### config.mk
export PLATFORM = sky130hd
export DESIGN_NAME = wave_timer_channel
export DESIGN_NICKNAME = d
export VERILOG_FILES = /design/src/rtl/wtc_pkg.sv /design/src/rtl/wtc_ext_event.sv /design/src/rtl/wtc_counter.sv /design/src/rtl/wtc_out_ctrl.sv /design/src/rtl/wtc_status.sv /design/src/rtl/wave_timer_channel.sv
export SDC_FILE = /design/constraint.sdc
export NUM_CORES = 1
export LEC_CHECK = 0
export ABC_AREA = 1
export BUFFER_PORTS_ARGS = -buffer_cell sky130_fd_sc_hd__buf_4
export CAP_MARGIN = 20
export CORE_ASPECT_RATIO = 0.75
export CORE_UTILIZATION = 35
export CTS_BUF_LIST = sky130_fd_sc_hd__clkbuf_8
export CTS_CLUSTER_DIAMETER = 100
export DETAILED_ROUTE_END_ITERATION = 10
export GPL_ROUTABILITY_DRIVEN = 0
export PLACE_DENSITY = 0.55
export SLEW_MARGIN = 20
export SYNTH_ARGS = -nofsm -noshare
export SYNTH_HDL_FRONTEND = slang
export SYNTH_SLANG_ARGS = --single-unit
### constraint.sdc
create_clock -name clk -period 3.25 [get_ports clk]
set_clock_uncertainty 0.15 [all_clocks]
set_input_delay 0.4875 -clock clk [delete_from_list [all_inputs] [get_ports clk]]
set_output_delay 0.4875 -clock clk [all_outputs]
set_load 0.02 [all_outputs]
### src/rtl/wtc_pkg.sv
package wtc_pkg;
  localparam int CFG_BITS  = 25;
  localparam int NUM_FLAGS = 5;
  localparam int FL_OVF = 0;
  localparam int FL_CPA = 1;
  localparam int FL_CPB = 2;
  localparam int FL_CPC = 3;
  localparam int FL_EXT = 4;

  typedef enum logic [1:0] {
    ACT_NONE = 2'd0,
    ACT_SET  = 2'd1,
    ACT_CLR  = 2'd2,
    ACT_TGL  = 2'd3
  } act_e;

  typedef enum logic [1:0] {
    MODE_UP         = 2'd0,
    MODE_UP_CTRIG   = 2'd1,
    MODE_UPDN       = 2'd2,
    MODE_UPDN_CTRIG = 2'd3
  } cmode_e;

  typedef enum logic [2:0] {
    REG_CFG = 3'd0,
    REG_RA  = 3'd1,
    REG_RB  = 3'd2,
    REG_RC  = 3'd3,
    REG_IER = 3'd4
  } regsel_e;

  typedef struct packed {
    logic       c_disable;    // 24
    logic       c_stop;       // 23
    logic       ext_trig_en;  // 22
    logic [1:0] ext_edge_sel; // 21:20
    logic [1:0] ext_src;      // 19:18
    act_e       b_sw;         // 17:16
    act_e       b_ext;        // 15:14
    act_e       b_cc;         // 13:12
    act_e       b_cmp;        // 11:10
    act_e       a_sw;         // 9:8
    act_e       a_ext;        // 7:6
    act_e       a_cc;         // 5:4
    act_e       a_cmp;        // 3:2
    cmode_e     mode;         // 1:0
  } wave_cfg_t;

  function automatic logic apply_action(input logic cur, input act_e a);
    case (a)
      ACT_SET: return 1'b1;
      ACT_CLR: return 1'b0;
      ACT_TGL: return ~cur;
      default: return cur;
    endcase
  endfunction

  function automatic logic edge_hit(input logic now, input logic was, input logic [1:0] sel);
    case (sel)
      2'd1:    return now & ~was;
      2'd2:    return ~now & was;
      2'd3:    return now ^ was;
      default: return 1'b0;
    endcase
  endfunction

  function automatic logic is_updown(input cmode_e m);
    return (m == MODE_UPDN) || (m == MODE_UPDN_CTRIG);
  endfunction
endpackage

### src/rtl/wtc_ext_event.sv
module wtc_ext_event #(
  parameter int NSRC  = 4,
  parameter int SEL_W = $clog2(NSRC)
) (
  input  logic             clk,
  input  logic             rst_n,
  input  logic [NSRC-1:0]  src_i,
  input  logic [SEL_W-1:0] sel_i,
  input  logic [1:0]       edge_sel_i,
  output logic             ev_o
);
  import wtc_pkg::*;

  logic [NSRC-1:0] prev_q;

  always_ff @(posedge clk or negedge rst_n) begin
    if (!rst_n) prev_q <= '0;
    else        prev_q <= src_i;
  end

  assign ev_o = edge_hit(src_i[sel_i], prev_q[sel_i], edge_sel_i);

  AST_EVENT_NEEDS_CHANGE: assert property (@(posedge clk) disable iff (!rst_n)
    ev_o |=> (prev_q[$past(sel_i)] != $past(prev_q[sel_i]))) else $error("ext event without change");
endmodule

### src/rtl/wtc_counter.sv
module wtc_counter #(
  parameter int W = 16
) (
  input  logic            clk,
  input  logic            rst_n,
  input  logic            tick_i,
  input  logic            trig_i,
  input  wtc_pkg::cmode_e mode_i,
  input  logic [W-1:0]    ra_i,
  input  logic [W-1:0]    rb_i,
  input  logic [W-1:0]    rc_i,
  output logic [W-1:0]    cnt_o,
  output logic            cpa_o,
  output logic            cpb_o,
  output logic            cpc_o,
  output logic            ovf_o
);
  import wtc_pkg::*;

  localparam logic [W-1:0] MAXV = {W{1'b1}};
  localparam logic [W-1:0] ONE  = {{(W-1){1'b0}}, 1'b1};

  logic [W-1:0] cnt_q, cnt_d;
  logic         up_q, up_d;
  logic         at_top;

  assign at_top = (cnt_q == MAXV) ||
                  (mode_i == MODE_UPDN_CTRIG && cnt_q == rc_i && cnt_q != '0);

  always_comb begin
    cnt_d = cnt_q;
    up_d  = up_q;
    if (trig_i) begin
      cnt_d = '0;
      up_d  = 1'b1;
    end else if (tick_i) begin
      case (mode_i)
        MODE_UP: begin
          cnt_d = cnt_q + ONE;
          up_d  = 1'b1;
        end
        MODE_UP_CTRIG: begin
          cnt_d = (cnt_q == rc_i) ? '0 : cnt_q + ONE;
          up_d  = 1'b1;
        end
        default: begin
          if (up_q) begin
            if (at_top) begin
              up_d  = 1'b0;
              cnt_d = cnt_q - ONE;
            end else begin
              cnt_d = cnt_q + ONE;
            end
          end else begin
            if (cnt_q == '0) begin
              up_d  = 1'b1;
              cnt_d = ONE;
            end else begin
              cnt_d = cnt_q - ONE;
            end
          end
        end
      endcase
    end
  end

  always_ff @(posedge clk or negedge rst_n) begin
    if (!rst_n) begin
      cnt_q <= '0;
      up_q  <= 1'b1;
    end else begin
      cnt_q <= cnt_d;
      up_q  <= up_d;
    end
  end

  assign cnt_o = cnt_q;
  assign cpa_o = tick_i && (cnt_q == ra_i);
  assign cpb_o = tick_i && (cnt_q == rb_i);
  assign cpc_o = tick_i && (cnt_q == rc_i);
  assign ovf_o = tick_i && (cnt_q == MAXV) && (up_q || !is_updown(mode_i));

  AST_TRIG_ZERO: assert property (@(posedge clk) disable iff (!rst_n)
    trig_i |=> (cnt_q == '0) && up_q) else $error("trigger did not clear count");
  AST_IDLE_HOLD: assert property (@(posedge clk) disable iff (!rst_n)
    (!tick_i && !trig_i) |=> $stable(cnt_q)) else $error("count moved without tick");
  AST_TURN_AT_FULL: assert property (@(posedge clk) disable iff (!rst_n)
    (tick_i && is_updown(mode_i) && up_q && cnt_q == MAXV) |=> (!up_q && cnt_q == MAXV - ONE))
    else $error("no reversal at full scale");
endmodule

### src/rtl/wtc_out_ctrl.sv
module wtc_out_ctrl (
  input  logic          clk,
  input  logic          rst_n,
  input  logic          ev_sw_i,
  input  logic          ev_ext_i,
  input  logic          ev_cc_i,
  input  logic          ev_cmp_i,
  input  wtc_pkg::act_e act_sw_i,
  input  wtc_pkg::act_e act_ext_i,
  input  wtc_pkg::act_e act_cc_i,
  input  wtc_pkg::act_e act_cmp_i,
  output logic          out_o
);
  import wtc_pkg::*;

  logic out_q;
  act_e win_act;

  always_comb begin
    win_act = ACT_NONE;
    if      (ev_sw_i  && act_sw_i  != ACT_NONE) win_act = act_sw_i;
    else if (ev_ext_i && act_ext_i != ACT_NONE) win_act = act_ext_i;
    else if (ev_cc_i  && act_cc_i  != ACT_NONE) win_act = act_cc_i;
    else if (ev_cmp_i && act_cmp_i != ACT_NONE) win_act = act_cmp_i;
  end

  always_ff @(posedge clk or negedge rst_n) begin
    if (!rst_n) out_q <= 1'b0;
    else        out_q <= apply_action(out_q, win_act);
  end

  assign out_o = out_q;

  AST_OUT_QUIET: assert property (@(posedge clk) disable iff (!rst_n)
    !(ev_sw_i || ev_ext_i || ev_cc_i || ev_cmp_i) |=> $stable(out_o)) else $error("output moved without event");
  AST_SW_WINS: assert property (@(posedge clk) disable iff (!rst_n)
    (ev_sw_i && act_sw_i == ACT_SET) |=> out_o) else $error("software action lost");
endmodule

### src/rtl/wtc_status.sv
module wtc_status #(
  parameter int N = 5
) (
  input  logic         clk,
  input  logic         rst_n,
  input  logic [N-1:0] ev_i,
  input  logic         rd_i,
  input  logic [N-1:0] ier_i,
  output logic [N-1:0] flags_o,
  output logic         irq_o
);
  logic [N-1:0] flags_q;

  always_ff @(posedge clk or negedge rst_n) begin
    if (!rst_n)    flags_q <= '0;
    else if (rd_i) flags_q <= ev_i;
    else           flags_q <= flags_q | ev_i;
  end

  assign flags_o = flags_q;
  assign irq_o   = |(flags_q & ier_i);

  AST_READ_CLEARS: assert property (@(posedge clk) disable iff (!rst_n)
    (rd_i && ev_i == '0) |=> (flags_o == '0)) else $error("read did not clear");
  AST_STICKY: assert property (@(posedge clk) disable iff (!rst_n)
    !rd_i |=> ((flags_o & $past(flags_o)) == $past(flags_o))) else $error("flag lost without read");
endmodule

### src/rtl/wave_timer_channel.sv
module wave_timer_channel #(
  parameter int CNT_W    = 16,
  parameter int NUM_XCLK = 3
) (
  input  logic                         clk,
  input  logic                         rst_n,
  input  logic                         cnt_en,
  input  logic                         start_cmd,
  input  logic                         stop_cmd,
  input  logic                         sw_trig,
  input  logic                         ext_bin,
  input  logic [NUM_XCLK-1:0]          ext_clk,
  input  logic                         cfg_we,
  input  logic [2:0]                   cfg_addr,
  input  logic [wtc_pkg::CFG_BITS-1:0] cfg_wdata,
  input  logic                         sts_rd,
  output logic [CNT_W-1:0]             count,
  output logic                         out_a,
  output logic                         out_b,
  output logic [wtc_pkg::NUM_FLAGS-1:0] status,
  output logic                         irq,
  output logic                         running
);
  import wtc_pkg::*;

  localparam int NSRC  = NUM_XCLK + 1;
  localparam int SEL_W = $clog2(NSRC);
  localparam int NOUT  = 2;

  wave_cfg_t            cfg_q;
  logic [CNT_W-1:0]     ra_q, rb_q, rc_q;
  logic [NUM_FLAGS-1:0] ier_q;
  logic                 en_q, halt_q;

  // named internal events
  logic ext_ev, trig, tick;
  logic cpa_ev, cpb_ev, cpc_ev, ovf_ev;

  always_ff @(posedge clk or negedge rst_n) begin
    if (!rst_n) begin
      cfg_q <= '0;
      ra_q  <= '0;
      rb_q  <= '0;
      rc_q  <= '0;
      ier_q <= '0;
    end else if (cfg_we) begin
      case (regsel_e'(cfg_addr))
        REG_CFG: cfg_q <= wave_cfg_t'(cfg_wdata);
        REG_RA:  ra_q  <= cfg_wdata[CNT_W-1:0];
        REG_RB:  rb_q  <= cfg_wdata[CNT_W-1:0];
        REG_RC:  rc_q  <= cfg_wdata[CNT_W-1:0];
        REG_IER: ier_q <= cfg_wdata[NUM_FLAGS-1:0];
        default: ;
      endcase
    end
  end

  wtc_ext_event #(.NSRC(NSRC), .SEL_W(SEL_W)) u_ext (
    .clk        (clk),
    .rst_n      (rst_n),
    .src_i      ({ext_clk, ext_bin}),
    .sel_i      (cfg_q.ext_src),
    .edge_sel_i (cfg_q.ext_edge_sel),
    .ev_o       (ext_ev)
  );

  assign running = en_q & ~halt_q;
  assign trig    = sw_trig | (ext_ev & cfg_q.ext_trig_en);
  assign tick    = running & cnt_en & ~trig;

  always_ff @(posedge clk or negedge rst_n) begin
    if (!rst_n) begin
      en_q   <= 1'b0;
      halt_q <= 1'b0;
    end else begin
      if (stop_cmd)                          en_q <= 1'b0;
      else if (start_cmd)                    en_q <= 1'b1;
      else if (cpc_ev && cfg_q.c_disable)    en_q <= 1'b0;
      if (trig || start_cmd)                 halt_q <= 1'b0;
      else if (cpc_ev && cfg_q.c_stop)       halt_q <= 1'b1;
    end
  end

  wtc_counter #(.W(CNT_W)) u_cnt (
    .clk    (clk),
    .rst_n  (rst_n),
    .tick_i (tick),
    .trig_i (trig),
    .mode_i (cfg_q.mode),
    .ra_i   (ra_q),
    .rb_i   (rb_q),
    .rc_i   (rc_q),
    .cnt_o  (count),
    .cpa_o  (cpa_ev),
    .cpb_o  (cpb_ev),
    .cpc_o  (cpc_ev),
    .ovf_o  (ovf_ev)
  );

  // per-output event and action vectors: index 0 = A, 1 = B
  logic [NOUT-1:0] own_cmp_v;
  act_e            act_sw_v  [NOUT];
  act_e            act_ext_v [NOUT];
  act_e            act_cc_v  [NOUT];
  act_e            act_cmp_v [NOUT];
  logic [NOUT-1:0] out_v;

  assign own_cmp_v    = {cpb_ev, cpa_ev};
  assign act_sw_v[0]  = cfg_q.a_sw;
  assign act_ext_v[0] = cfg_q.a_ext;
  assign act_cc_v[0]  = cfg_q.a_cc;
  assign act_cmp_v[0] = cfg_q.a_cmp;
  assign act_sw_v[1]  = cfg_q.b_sw;
  assign act_ext_v[1] = cfg_q.b_ext;
  assign act_cc_v[1]  = cfg_q.b_cc;
  assign act_cmp_v[1] = cfg_q.b_cmp;

  for (genvar gi = 0; gi < NOUT; gi++) begin : g_out
    wtc_out_ctrl u_oc (
      .clk       (clk),
      .rst_n     (rst_n),
      .ev_sw_i   (sw_trig),
      .ev_ext_i  (ext_ev),
      .ev_cc_i   (cpc_ev),
      .ev_cmp_i  (own_cmp_v[gi]),
      .act_sw_i  (act_sw_v[gi]),
      .act_ext_i (act_ext_v[gi]),
      .act_cc_i  (act_cc_v[gi]),
      .act_cmp_i (act_cmp_v[gi]),
      .out_o     (out_v[gi])
    );
  end

  assign out_a = out_v[0];
  assign out_b = out_v[1];

  logic [NUM_FLAGS-1:0] flag_ev;
  always_comb begin
    flag_ev         = '0;
    flag_ev[FL_OVF] = ovf_ev;
    flag_ev[FL_CPA] = cpa_ev;
    flag_ev[FL_CPB] = cpb_ev;
    flag_ev[FL_CPC] = cpc_ev;
    flag_ev[FL_EXT] = ext_ev;
  end

  wtc_status #(.N(NUM_FLAGS)) u_sts (
    .clk     (clk),
    .rst_n   (rst_n),
    .ev_i    (flag_ev),
    .rd_i    (sts_rd),
    .ier_i   (ier_q),
    .flags_o (status),
    .irq_o   (irq)
  );

  AST_DISABLED_STAYS: assert property (@(posedge clk) disable iff (!rst_n)
    (!en_q && !start_cmd) |=> !en_q) else $error("enabled without start");
  AST_STOP_WINS: assert property (@(posedge clk) disable iff (!rst_n)
    stop_cmd |=> !running) else $error("still running after stop");
endmodule

==> results by group, run 1 <==
Finish
  – Layout cells sized above 1: 0.134
  – Final design utilization: 0.418
  – Final #Nets: 977
  – Finished Layout Cells: 1173
  – Area of the multi-input gates: 2900 µm²
  – Fin area: 7150 µm²
  – Fill cells: 1857
  – Sequential Area: 2700 µm²
  – Area growth syn-to-layout: 15.1%
  – Antenna diodes: 0

CTS
  – Cts bufs inserted: 9
  – Post-CTS sizing: 0
  – H-tree Lvls: 3
  – CTS Sinks: 108
  – Max Buffers Root-to-Sink: 2
  – Clk pin slew, worst setup/hold paths: 100 ps
  – TritonCTS clock tree: done
  – Clk root buf: clkbuf_8
  – Worst skew pair latency: 400 ps

Timing
  – Fin crit share: 0.881
  – Fmax: 0.349 GHz
  – Setup WS post-layout: 388 ps
  – Worst Max-Slew Pin Slew: 520 ps
  – # setup viols final: 0
  – Hold Fails Final Rpt: 0
  – Fin crit period: 2860 ps
  – Relative slew slack: 0.653
  – RSZ-0062 raised after global routing: no
  – Fin Setup TNS: 0 ps
  – Worst hold margin: 48.5 ps
  – Slew Limit Fails: 0

Place
  – PortBufs: 64
  – Post-place setup slack: 367 ps
  – Placed cells: 1156
  – Post-DP Area: 6950 µm²
  – Hpwl dp: 12600 µm

Logic synthesis
  – Top post-synthesis cells by area: dfrtp_1, nand2_1, o21ai_0
  – Mapped Avg Cell Area: 7.12 µm²
  – Register bit total from synthesis: 108
  – Distinct cells, synth: 40
  – Share of the synthesized area in the top cell type: 0.431
  – Post-synth EDFFs: 0
  – Main synth FF type: dfrtp_1
  – Async set or reset register ratio after synthesis: 1.00
  – Synth Warn #: 0
  – Post-synthesis cell type with the largest combined area: dfrtp_1
  – Part of the Yosys area used for sequential elements: 0.436
  – Synthesized instance count: 872
  – Top-count cell post-synth: nand2_1
  – Mapped cell area: 6210 µm²
  – Syn nets: 917
  – Post-synth top cells: nand2_1, inv_1, dfrtp_1

GRT
  – First-pass GRT wire length: 28400 µm
  – Vias in the first global route: 5082
  – Largest net degree at the start of global routing: 64
  – Total Routing Usage GR: 0.201
  – GR Overflow Total: 0
  – Initial antenna violation count: 0

Worst setup path
  – Startpoint types: flop
  – Critical Path Sink Type: flop
  – Critical setup path kind: flop to flop
  – WP data arrival: 3040 ps
  – Max FO, Critical Path: 8
  – CP Data Required Time: 3430 ps

Floorplan
  – Core area: 17100 µm²
  – I/O Pins: 65
  – Die span in x: 156 µm
  – Cell Rows: 41
  – Initial core utilization: 0.363
  – Die area: 18300 µm²
  – Die height: 117 µm

Route
  – Antenna-violating nets left: 0
  – Drt initial violations: 425
  – Drc violations: 0
  – Wirelength per Cell: 14.6 µm
  – Via count: 5416
  – WL final: 17100 µm
  – Drt pass-1 iters: 5
  – Avg Vias per Cell: 4.62

Power and ir drop
  – Leak Pwr: 3.82 nW
  – Power density cells: 480 nW/µm²
  – Total power: 3.43 mW
  – Worst vdd ir: 0.000275 V

Job
  – Max Cap Viol: 0

Min path
  – Hold Crit Class: input port to flop

Status
  – Status: completed
[final cells by class]
type,instances,share of cell area
clock buffers,12,0.0231
clock inverters,4,0.00333
inverters,124,0.0651
multi-input cells,612,0.406
flip-flops and latches,108,0.378
well taps,236,0.0413
repair buffers,77,0.0830
[cell families (layout without fill, tap and decap cells)]
logic type | count (synthesis) | count (layout) | share of synthesized area
AND/OR/NAND/NOR | 447 | 447 | 0.298
buffers and inverters | 152 | 217 | 0.0973
AO/OA/AOI/OAI | 122 | 122 | 0.105
flip-flops | 108 | 108 | 0.436
XOR/XNOR | 36 | 36 | 0.0508
adder cells (fa/ha/maj) | 5 | 5 | 0.0101
multiplexers | 2 | 2 | 0.00363
[repair_timing]
action                                  CTS  global route
hold buffers                              1             0
buffers inserted                          0             0
endpoints found under the setup margin    0             0
hold endpoints to repair                 19             0
[sequential cells by signal (all words and copies together), names as in the netlist]
register	cells
en_q	1
act_cmp_v	4
u_cnt.cnt_o	16
u_sts.flags_o	5
halt_q	1
act_ext_v	4
rb_q	16
rc_q	16
ra_q	16
act_sw_v	4
u_cnt.up_q	1
g_out.u_oc.out_o	2
cfg_q	9
act_cc_v	4
ier_q	5
u_ext.prev_q	4
[routing by layer]
metal | track usage | share of wire | up-vias
li1 | - | - | 2808
met1 | 0.322 | 0.54 | 2457
met2 | 0.271 | 0.40 | 142
met3 | 0.0436 | 0.050 | 9
met4 | 0.0386 | 0.0076 | 0
met5 | 0 | 0 | -
[worst max-delay path, cell delays in order, from the launching register on]
cell	delay, ps
dfrtp_1	430
inv_1	140
nand2_1	70
a32oi_1	240
inv_1	70
ha_1	270
inv_1	30
nand2_1	40
nand3_1	80
nand3_1	90
nand3_1	230
inv_1	250
nand2_2	180
nor2_2	300
nand2_1	100
o22ai_1	120
[layout by cell type (no fill, tap or decap), types with 14 or more instances in the layout]
master,Yosys,final
a21oi_1,20,20
buf_4,5,75
dfrtp_1,107,107
inv_1,110,111
inv_2,14,14
nand2_1,320,320
nand3_1,26,26
nor2_1,61,61
o21ai_0,86,86
xor2_1,27,27
[where the power goes]
group / leakage [nW] / total [mW] / internal [mW] / switching (mW)
registers: 1.36 / 1.72 / 1.55 / 0.168
logic: 2.36 / 0.880 / 0.351 / 0.529
clock network: 0.0958 / 0.828 / 0.338 / 0.490
total: 3.82 / 3.43 / 2.24 / 1.19
[worst paths after layout]
kind | slack [ps] | start | end | cells past startpoint
min in group asynchronous | 360 | rst_n | g_out[0].u_oc.out_o | 2
max reg2reg | 390 | cfg_q[18] | u_cnt.cnt_o[8] | 15
max | 390 | cfg_q[18] | u_cnt.cnt_o[8] | 15
max in group asynchronous | 1910 | rst_n | u_cnt.up_q | 3
min | 50 | ext_bin | u_ext.prev_q[0] | 1
min reg2reg | 350 | ier_q[1] | ier_q[1] | 2
(Power assumes the default switching activity.)
==> run 2, diff against run 1 <==
Settings changed: CELL_PAD_IN_SITES_DETAIL_PLACEMENT set to 1, CELL_PAD_IN_SITES_GLOBAL_PLACEMENT set to 1, PLACE_DENSITY 0.55 to 0.7.
==> run 2 against run 1 <==
  * Non-clock buffer count is the same
  * Global-route usage up 1.2 points
  * Sequential share of layout area down 0.073 points
  * Via count grew 2.5%
  * Fmax barely moved
  * Die area unchanged
  * Setup slack improved by 1.5 ps
==> results by group, run 2 (synthesis gave the netlist of run 1 again) <==
Status
  – Status: completed

Timing
  – Fin crit share: 0.880 (about the same)
  – Relative slew slack: 0.604 (-0.0496)
  – Fin Setup TNS: 0 ps (unchanged)
  – # setup viols final: 0 (unchanged)
  – Setup WS post-layout: 389 ps (+1.50 ps)
  – Slew Limit Fails: 0 (unchanged)
  – Fin crit period: 2860 ps (-1.50 ps)
  – Fmax: 0.350 GHz (about the same)
  – RSZ-0062 raised after global routing: no
  – Hold Fails Final Rpt: 0 (unchanged)
  – Worst Max-Slew Pin Slew: 595 ps (+74.5 ps)

Worst setup path
  – Critical Path Slowest Stage Cell: dfrtp_1
  – CP Cell Sequence: inv_1 > nand2_1 > a32oi_1 > inv_1 > ha_1 > inv_1 > nand2_1 > nand3_1 > nand3_1 > nand3_1 > inv_1 > nand2_2 > nor2_4 > nand2_1 > o22ai_1
  – Most used cell, CP: inv_1
  – Max FO, Critical Path: 8 (unchanged)
  – WP data arrival: 3030 ps (about the same)
  – Startpoint types: flop
  – CP Data Required Time: 3420 ps (about the same)
  – Critical Path Sink Type: flop
  – Critical setup path kind: flop to flop
  – CP peak stage delay: 450 ps (+20 ps)

GRT
  – Initial antenna violation count: 0 (unchanged)
  – Total Routing Usage GR: 0.213 (+0.0119)
  – Largest net degree at the start of global routing: 66 (+3.1%)
  – First-pass GRT wire length: 29900 µm (+5.3%)
  – Vias in the first global route: 5404 (+6.3%)
  – GR Overflow Total: 0 (unchanged)

Finish
  – Area growth syn-to-layout: 15.3%
  – Area of the multi-input gates: 2910 µm² (+0.17%)
  – Final #Nets: 977 (unchanged)
  – Layout cells sized above 1: 0.136 (+0.00107)
  – Finished Layout Cells: 1173 (unchanged)
  – Commonest non-fill, non-tap cells in the layout: nand2_1, inv_1, dfrtp_1, o21ai_0, buf_4
  – Sequential Area: 2700 µm² (unchanged)
  – Final design utilization: 0.419 (+0.000805)
  – Antenna diodes: 0 (unchanged)
  – Most common cell after layout, fill and taps aside: nand2_1
  – Fill cells: 2209 (+19%)

Floorplan
  – Die span in x: 156 µm (unchanged)
  – Die area: 18300 µm² (unchanged)
  – Initial core utilization: 0.363 (unchanged)
  – I/O Pins: 65 (unchanged)
  – Core area: 17100 µm² (unchanged)
  – Die height: 117 µm (unchanged)
  – Cell Rows: 41 (unchanged)

Route
  – Drt pass-1 iters: 5 (unchanged)
  – WL final: 18400 µm (+7.4%)
  – Antenna-violating nets left: 0 (unchanged)
  – Drc violations: 0 (unchanged)
  – Drt initial violations: 316 (-26%)
  – Via count: 5554 (+2.5%)
  – Wirelength per Cell: 15.7 µm (+7.4%)
  – Avg Vias per Cell: 4.73 (+2.5%)

Power and ir drop
  – Leak Pwr: 3.81 nW (about the same)
  – Worst vdd ir: 0.000280 V (+2.1%)
  – Power density cells: 483 nW/µm² (+0.64%)

CTS
  – Clk pin slew, worst setup/hold paths: 120 ps (+20 ps)
  – Max Buffers Root-to-Sink: 2 (unchanged)
  – Clk root buf: clkbuf_8
  – Cts bufs inserted: 9 (unchanged)
  – H-tree Lvls: 3 (unchanged)
  – CTS Sinks: 108 (unchanged)
  – Worst skew pair latency: 400 ps (about the same)
  – TritonCTS clock tree: done

Place
  – PortBufs: 64 (unchanged)
  – Hpwl dp: 13900 µm (+11%)
  – Post-place setup slack: 274 ps (-92.5 ps)
  – Placed cells: 1156 (unchanged)

Min path
  – Hold Crit Class: input port to flop

Job
  – Max Cap Viol: 0 (unchanged)
run 2: changes by cell type in the layout (fill, tap and decap cells not counted), sizes merged:
cell    delta
clkbuf     -2
clkinv     +2
run 2: layout make-up:
type | instances | area share
tap | 236 | 0.0412
multi-input combinational | 612 | 0.406
clock inverter | 6 | 0.00839
inverter | 124 | 0.0650
clock buffer | 10 | 0.0192
sequential | 108 | 0.378
timing repair buffer | 77 | 0.0828
run 2: worst max-delay path: cells and delay by family, from the launching register on:
kind / cells / cell delay (ps)
AO/OA/AOI/OAI: 2 / 350
flip-flops: 1 / 450
buffers and inverters: 4 / 500
adder cells (fa/ha/maj): 1 / 280
AND/OR/NAND/NOR: 8 / 1070
run 2: per-layer routing:
layer / up-vias / track usage / routed length, µm
met5: - / 0 / 0
met4: 0 / 0.0429 / 169
li1: 2817 / - / -
met1: 2645 / 0.335 / 10100
met2: 81 / 0.303 / 7560
met3: 11 / 0.0333 / 534
run 2: metrics by stage:
stage	power, mW	cell area [µm²]	hold slack (ps)
CTS	3.50	7160	35.8
finish	3.46	7160	48.3
global placement	2.62	6950	320
global route	3.71	7160	26.6
floorplan	2.31	6210	41.9
detailed placement	2.66	6950	325
run 2: what timing repair did:
action / 4_1_cts / 5_1_grt
buffers inserted: 0 / 0
hold buffers: 1 / 0
resized for setup: 0 / 1
hold endpoints to repair: 43 / 0
setup endpoints to repair: 0 / 4
run 2: report_power, final:
| part | internal (mW) | switching [mW] | total [mW] |
|---|---|---|---|
| clock | 0.315 | 0.518 | 0.833 |
| sequential | 1.55 | 0.180 | 1.73 |
| combinational | 0.350 | 0.542 | 0.893 |
run 2: final timing paths:
kind / cells past startpoint / slack (ps) / to / startpoint
setup / recovery: 15 / 390 / u_cnt.cnt_o[14] / cfg_q[18]
hold / removal: 1 / 50 / u_ext.prev_q[2] / ext_clk[1]
setup reg to reg: 15 / 390 / u_cnt.cnt_o[14] / cfg_q[18]
hold reg to reg: 2 / 350 / ier_q[1] / ier_q[1]
max in group asynchronous: 3 / 1640 / u_cnt.up_q / rst_n
min in group asynchronous: 2 / 480 / u_ext.prev_q[2] / rst_n
